File: src/rtl/fgl_pkg.sv
package fgl_pkg;
  localparam int LABEL_W = 24;
  localparam int CVID_W  = 12;

  typedef enum logic [1:0] {
    DROP_NONE     = 2'd0,
    DROP_NOLABEL  = 2'd1,
    DROP_FILTERED = 2'd2
  } drop_e;
endpackage

File: src/rtl/fgl_label_table.sv
module fgl_label_table #(
  parameter int SLOTS = 4,
  parameter int LBL_W = 24,
  parameter int VID_W = 12,
  localparam int SW = (SLOTS > 1) ? $clog2(SLOTS) : 1
) (
  input  logic             clk,
  input  logic             rst,
  input  logic             wr_en,
  input  logic [SW-1:0]    wr_slot,
  input  logic             wr_valid,
  input  logic [LBL_W-1:0] wr_label,
  input  logic [VID_W-1:0] wr_cvid,
  input  logic             strip_we,
  input  logic             strip_val,
  input  logic [LBL_W-1:0] look_label,
  output logic             hit,
  output logic [VID_W-1:0] hit_cvid,
  output logic             strip
);
  logic [SLOTS-1:0] slot_ok;
  logic [LBL_W-1:0] slot_lbl [SLOTS];
  logic [VID_W-1:0] slot_vid [SLOTS];
  logic             strip_q;

  always_ff @(posedge clk) begin
    if (rst) begin
      slot_ok <= '0;
      strip_q <= 1'b0;
    end else begin
      if (wr_en) slot_ok[wr_slot] <= wr_valid;
      if (strip_we) strip_q <= strip_val;
    end
  end

  always_ff @(posedge clk) begin
    if (wr_en) begin
      slot_lbl[wr_slot] <= wr_label;
      slot_vid[wr_slot] <= wr_cvid;
    end
  end

  logic [SLOTS-1:0] match;
  genvar s;
  generate
    for (s = 0; s < SLOTS; s++) begin : g_cmp
      assign match[s] = slot_ok[s] && (slot_lbl[s] == look_label);
    end
  endgenerate

  always_comb begin
    hit_cvid = '0;
    for (int i = SLOTS - 1; i >= 0; i--) begin
      if (match[i]) hit_cvid = slot_vid[i];
    end
  end

  assign hit   = |match;
  assign strip = strip_q;
endmodule

File: src/rtl/fgl_port_select.sv
module fgl_port_select
  import fgl_pkg::*;
#(
  parameter int NPORTS = 4
) (
  input  logic [NPORTS-1:0] member,
  input  logic [NPORTS-1:0] src_hot,
  input  logic              md,
  input  logic              learn_hit,
  input  logic [NPORTS-1:0] learn_mask,
  input  logic [NPORTS-1:0] noreach,
  input  logic [NPORTS-1:0] prune,
  output logic [NPORTS-1:0] sel,
  output drop_e             reason
);
  logic [NPORTS-1:0] cand;
  logic [NPORTS-1:0] known;
  logic [NPORTS-1:0] flood;
  logic [NPORTS-1:0] mdest;

  assign cand  = member & ~src_hot;
  assign known = cand & learn_mask;
  assign flood = cand & ~noreach;
  assign mdest = cand & prune;

  always_comb begin
    if (md)                         sel = mdest;
    else if (learn_hit && |known)   sel = known;
    else                            sel = flood;

    if (|sel)       reason = DROP_NONE;
    else if (|cand) reason = DROP_FILTERED;
    else            reason = DROP_NOLABEL;
  end
endmodule

File: src/rtl/fgl_egress_filter.sv
module fgl_egress_filter
  import fgl_pkg::*;
#(
  parameter int NPORTS = 4,
  parameter int SLOTS  = 4,
  parameter int LBL_W  = LABEL_W,
  parameter int VID_W  = CVID_W,
  localparam int PW = (NPORTS > 1) ? $clog2(NPORTS) : 1,
  localparam int SW = (SLOTS > 1) ? $clog2(SLOTS) : 1
) (
  input  logic                    clk,
  input  logic                    rst,
  input  logic                    cfg_we,
  input  logic [PW-1:0]           cfg_port,
  input  logic [SW-1:0]           cfg_slot,
  input  logic                    cfg_valid,
  input  logic [LBL_W-1:0]        cfg_label,
  input  logic [VID_W-1:0]        cfg_cvid,
  input  logic                    cfg_strip_we,
  input  logic                    cfg_strip,
  input  logic                    in_vld,
  input  logic [LBL_W-1:0]        in_label,
  input  logic [2:0]              in_hi_pri,
  input  logic                    in_hi_dei,
  input  logic [2:0]              in_lo_pri,
  input  logic                    in_lo_dei,
  input  logic [PW-1:0]           in_src,
  input  logic                    in_md,
  input  logic                    in_mflag,
  input  logic                    in_learn_hit,
  input  logic [NPORTS-1:0]       in_learn_mask,
  input  logic [NPORTS-1:0]       in_noreach,
  input  logic [NPORTS-1:0]       in_prune,
  output logic                    out_vld,
  output logic [NPORTS-1:0]       out_ports,
  output logic [NPORTS*VID_W-1:0] out_cvid,
  output logic [NPORTS-1:0]       out_untag,
  output logic [2:0]              out_pri,
  output logic                    out_dei,
  output logic                    out_nofwd,
  output logic                    out_drop,
  output logic [1:0]              out_reason
);
  logic [NPORTS-1:0]       member;
  logic [NPORTS-1:0]       strip_cfg;
  logic [NPORTS*VID_W-1:0] lane_vid;
  logic [NPORTS-1:0]       src_hot;

  genvar p;
  generate
    for (p = 0; p < NPORTS; p++) begin : g_port
      logic sel_wr;
      logic sel_strip;
      assign sel_wr    = cfg_we && (cfg_port == PW'(p));
      assign sel_strip = cfg_strip_we && (cfg_port == PW'(p));
      assign src_hot[p] = (in_src == PW'(p));

      fgl_label_table #(
        .SLOTS(SLOTS), .LBL_W(LBL_W), .VID_W(VID_W)
      ) u_tbl (
        .clk       (clk),
        .rst       (rst),
        .wr_en     (sel_wr),
        .wr_slot   (cfg_slot),
        .wr_valid  (cfg_valid),
        .wr_label  (cfg_label),
        .wr_cvid   (cfg_cvid),
        .strip_we  (sel_strip),
        .strip_val (cfg_strip),
        .look_label(in_label),
        .hit       (member[p]),
        .hit_cvid  (lane_vid[p*VID_W +: VID_W]),
        .strip     (strip_cfg[p])
      );
    end
  endgenerate

  logic [NPORTS-1:0] sel;
  drop_e             reason;

  fgl_port_select #(.NPORTS(NPORTS)) u_sel (
    .member    (member),
    .src_hot   (src_hot),
    .md        (in_md),
    .learn_hit (in_learn_hit),
    .learn_mask(in_learn_mask),
    .noreach   (in_noreach),
    .prune     (in_prune),
    .sel       (sel),
    .reason    (reason)
  );

  logic [NPORTS*VID_W-1:0] vid_gated;
  always_comb begin
    for (int i = 0; i < NPORTS; i++) begin
      vid_gated[i*VID_W +: VID_W] = sel[i] ? lane_vid[i*VID_W +: VID_W] : '0;
    end
  end

  always_ff @(posedge clk) begin
    if (rst) begin
      out_vld    <= 1'b0;
      out_ports  <= '0;
      out_cvid   <= '0;
      out_untag  <= '0;
      out_pri    <= '0;
      out_dei    <= 1'b0;
      out_nofwd  <= 1'b0;
      out_drop   <= 1'b0;
      out_reason <= DROP_NONE;
    end else if (in_vld) begin
      out_vld    <= 1'b1;
      out_ports  <= sel;
      out_cvid   <= vid_gated;
      out_untag  <= sel & strip_cfg;
      out_pri    <= in_lo_pri;
      out_dei    <= in_lo_dei;
      out_nofwd  <= in_md && !in_mflag;
      out_drop   <= ~|sel;
      out_reason <= reason;
    end else begin
      out_vld    <= 1'b0;
      out_ports  <= '0;
      out_cvid   <= '0;
      out_untag  <= '0;
      out_pri    <= '0;
      out_dei    <= 1'b0;
      out_nofwd  <= 1'b0;
      out_drop   <= 1'b0;
      out_reason <= DROP_NONE;
    end
  end
endmodule

File: config.mk
export PLATFORM = sky130hd
export DESIGN_NAME = fgl_egress_filter
export DESIGN_NICKNAME = d
export VERILOG_FILES = /design/src/rtl/fgl_pkg.sv /design/src/rtl/fgl_label_table.sv /design/src/rtl/fgl_port_select.sv /design/src/rtl/fgl_egress_filter.sv
export SDC_FILE = /design/constraint.sdc
export NUM_CORES = 1
export LEC_CHECK = 0
export BUFFER_PORTS_ARGS = -buffer_cell sky130_fd_sc_hd__buf_2
export CORE_MARGIN = 2
export CORE_UTILIZATION = 35
export CTS_CLUSTER_SIZE = 24
export DETAILED_ROUTE_END_ITERATION = 8
export PLACE_DENSITY = 0.52
export SLEW_MARGIN = 20
export SYNTH_ARGS = -nofsm -noshare
export SYNTH_HDL_FRONTEND = slang
export SYNTH_SLANG_ARGS = --single-unit
File: constraint.sdc
create_clock -name clk -period 8 [get_ports clk]
set_input_delay 1.2 -clock clk [delete_from_list [all_inputs] [get_ports clk]]
set_output_delay 1.2 -clock clk [all_outputs]
set_load 0.03 [all_outputs]
==> flow_summary.ini <==
[floorplanning]
start_util_pct = 35.20
num_io_pins = 161
die_h_microns = 282.4
die_w_microns = 282.4
rows = 102
die-area_sq_mm = 0.07976
core_area_sq_mm = 0.07708

[worst_setup_path]
critPathTopFamily = simple AND/OR/NAND/NOR gates
reg2reg_to = out_cvid[38]
critPathBufInv = 1
reg2reg_depth = 10
crit_slowest_cell = nand4_2
cp_cell_sequence = buf_2, xnor2_1, nand4_1, nor4_2, nand4_2, a41oi_2, o41ai_4, mux2i_1, mux2i_1, nor3_2, nor2b_1
max_stage_delay_ps = 850
arrival_ps = 5800
r2r-start = g_port[3].u_tbl.slot_lbl[2][5]
cp.required_ps = 8540
worstSetupPathType = input pin to flop
path_max_fanout = 26
start_kind = input pin
rrSetupSlack_ps = 3450
timing.critical_path.mode_cell = mux2i_1
endpoint_kind = flop

[cts]
cts_hold_buf = 0
h-tree-depth = 3
clockBufferDepth = 3
postCtsSetupBuffers = 0
cts_sinks = 661
cts_resized = 0
cts-root-buf = clkbuf_16
clk_pin_slew_ps = 60
cts_tree = built
clk-insertion-delay-late_ps = 620
cts_buffers = 76

[outcome]
status = finished clean

[power_and_ir_drop]
p_switching_uw = 1651
p_clk_share_pct = 43.4
pwr-share-comb_pct = 5.2
switching_share_pct = 22.14
cellInternalPower_uw = 5806
leakagePower_uw = 0.01076
powerDensity_mw_per_mm2 = 238.8
ir_drop_uv = 164.1
seq_power_share_pct = 51.4

[drt]
drc = 0
route.final.wire_length_mm = 76.11
viasPerCell = 4.929
routedWlPerCell_microns = 25.32
num_vias = 14820
firstDrtPassIters = 5
ant_nets = 0
drt_iter0_markers = 1211

[yosys]
ys_types = 45
synth_top_family_by_area = XOR/XNOR gates
yosys-mux-area-fraction_pct = 3.772
syn_inst = 1720
synth_edf_count = 576
seq_area_frac_synth_pct = 70.02
syn_avg_cell_area_sq_um = 15.77
yosys.area_share.adder_pct = 0
yosys.area_share.simple_pct = 8.001
ys.flop_type = edfxtp_1
yosysTopAreaCell = edfxtp_1
synth-seq-cells = 661
yosys.area.top_type_share_pct = 63.75
synth_compound_area_share_pct = 2.057
synthTopCellsByArea = edfxtp_1 64%, xnor2_1 7.0%, dfxtp_1 6.3%
synthArstFlopShare_pct = 0
syn-num-nets = 1816
ys_warn_count = 0
syn_area_sq_mm = 0.02713
synth_xor_area_share_pct = 12.40

[min_path]
min-delay-start = g_port[0].u_tbl.strip
hold_end = out_untag[0]
min-delay-path-class = flop to flop
hold_path_depth = 2

[timing]
setup_violations = 0
setup-tns-final_ps = 0
finalHoldViolations = 0
layout_setup_ws_ps = 2747
maxSlewHeadroom_pct = 35.33
finalMaxSlewViolations = 0
tightest_slew_ps = 961.1
fin_skew_ps = 16.22
timing.final.crit_period_ps = 5253
fin_crit_sh_pct = 65.67
max_freq_ghz = 0.1904
rsz0062_at_grt = no

[placement]
place_congestion = 0.7615
dp_slack_ps = 2081
port_buffers = 156
post-dp-hpwl_mm = 45.48

[cells_and_area]
nFillCells = 7179
final_cell_mix = 576 x edfxtp_1, 217 x xnor2_1, 167 x xor2_1, 156 x buf_2, 85 x dfxtp_1
nNetsFinal = 2004
layout_commonest_cell = edfxtp_1
area.growth.synth_to_final_pct = 15.10
fin_util_pct = 40.51
drive_gt1_share_pct = 20.25

[global_routing]
track_usage_pct = 19.17
grt_pass1_wl_mm = 106.9
grt_max_degree = 38
first_global_vias = 14900
grt_overflow = 0
antenna_found_initial = 7

[flow_run]
maxCapViolCount = 0
==> cell type report <==
cell class	instances	area, sq um	share of cell area [%]
Sequential cell	661	19000	60.84
Multi-Input combinational cell	919	7234	23.17
Clock buffer	107	2085	6.675
Tap cell	1040	1301	4.167
Timing Repair Buffer	193	1181	3.782
Inverter	57	214.0	0.6852
Clock inverter	28	211.5	0.6771
Antenna cell	1	2.502	0.008013
==> through the flow <==
step	cell area, sq um	std cells	total power [uW]	hold slack, ps
finish	31230	3006	7457	447.6
global route	31220	3005	7691	463.6
CTS	31080	2999	7534	450.8
detailed placement	28780	2864	4292	441.4
global placement	28740	2862	4285	443.1
floorplan	27130	1720	4122	428.2
==> power groups by stage <==
stage          Clock (uW)  Sequential, uW  Combinational [uW]
2_1_floorplan           0            3910                 215
3_3_place_gp            0            3900                 381
3_5_place_dp            0            3910                 386
4_1_cts              3310            3830                 387
5_1_grt              3440            3840                 410
6_report             3240            3830                 384
==> routing by layer <==
layer / track usage [%] / up-vias / part of all wire [%]
met2: 31.72 / 456 / 48
li1: - / 6667 / -
met5: 0 / - / 0.039
met1: 25.78 / 7580 / 44
met3: 3.411 / 109 / 5.5
met4: 5.630 / 6 / 2.7
==> kinds of logic (layout without fill, tap and decap cells) <==
logic type / after synthesis / in the layout
AO/OA/AOI/OAI: 93 / 93
XOR/XNOR: 384 / 384
buffers and inverters: 140 / 385
flip-flops: 661 / 661
multiplexers: 97 / 97
other: 0 / 1
AND/OR/NAND/NOR: 345 / 345
==> flip-flops by register name (all words and copies together) (netlist names) <==
| name | count |
|---|---|
| out_untag | 4 |
| g_port.u_tbl.strip | 4 |
| g_port.u_tbl.slot_vid | 192 |
| out_ports | 4 |
| g_port.u_tbl.slot_ok | 16 |
| out_drop | 1 |
| out_pri | 3 |
| out_cvid | 48 |
| out_vld | 1 |
| out_dei | 1 |
| out_reason | 2 |
| out_nofwd | 1 |
| g_port.u_tbl.slot_lbl | 384 |
==> how the worst max path moves through the flow <==
stage / from / depth (start not counted) / slack (ps) / to
after CTS: in_label[20] / 11 / 2730 / out_cvid[36]
after global routing: in_label[20] / 11 / 2450 / out_cvid[36]
final: in_label[20] / 11 / 2750 / out_cvid[38]
after global placement: in_label[20] / 12 / 2170 / out_untag[2]
after detailed placement: in_label[20] / 11 / 2080 / out_cvid[36]
after floorplan: cfg_port[1] / 5 / 3090 / g_port[0].u_tbl.slot_ok[0]
==> worst reg2reg max path, delay by kind of cell, from the launching register on <==
family / cells / cell delay (ps)
XOR/XNOR: 1 / 200
AND/OR/NAND/NOR: 5 / 2730
AO/OA/AOI/OAI: 2 / 790
flip-flops: 1 / 370
multiplexers: 2 / 400
==> cells in the mapped netlist, types with 2 or more instances <==
library cell / instances
edfxtp_1: 576
xnor2_1: 217
xor2_1: 167
dfxtp_1: 85
o21ai_0: 61
nand4_1: 60
mux2i_1: 59
inv_1: 55
nand3_1: 51
nor4_1: 47
nor2_1: 45
nand2_1: 40
mux2_2: 36
clkbuf_1: 29
a21oi_1: 25
nor4_2: 25
nor3_1: 22
buf_6: 20
buf_8: 16
and2b_1: 8
buf_12: 8
buf_4: 8
nor2_4: 8
and2_1: 7
nand4_2: 7
nand2b_1: 5
nor2b_1: 5
and4_1: 4
a41oi_2: 3
nand3b_1: 3
nand4_4: 3
mux2i_2: 2
(Power assumes the default switching activity.)
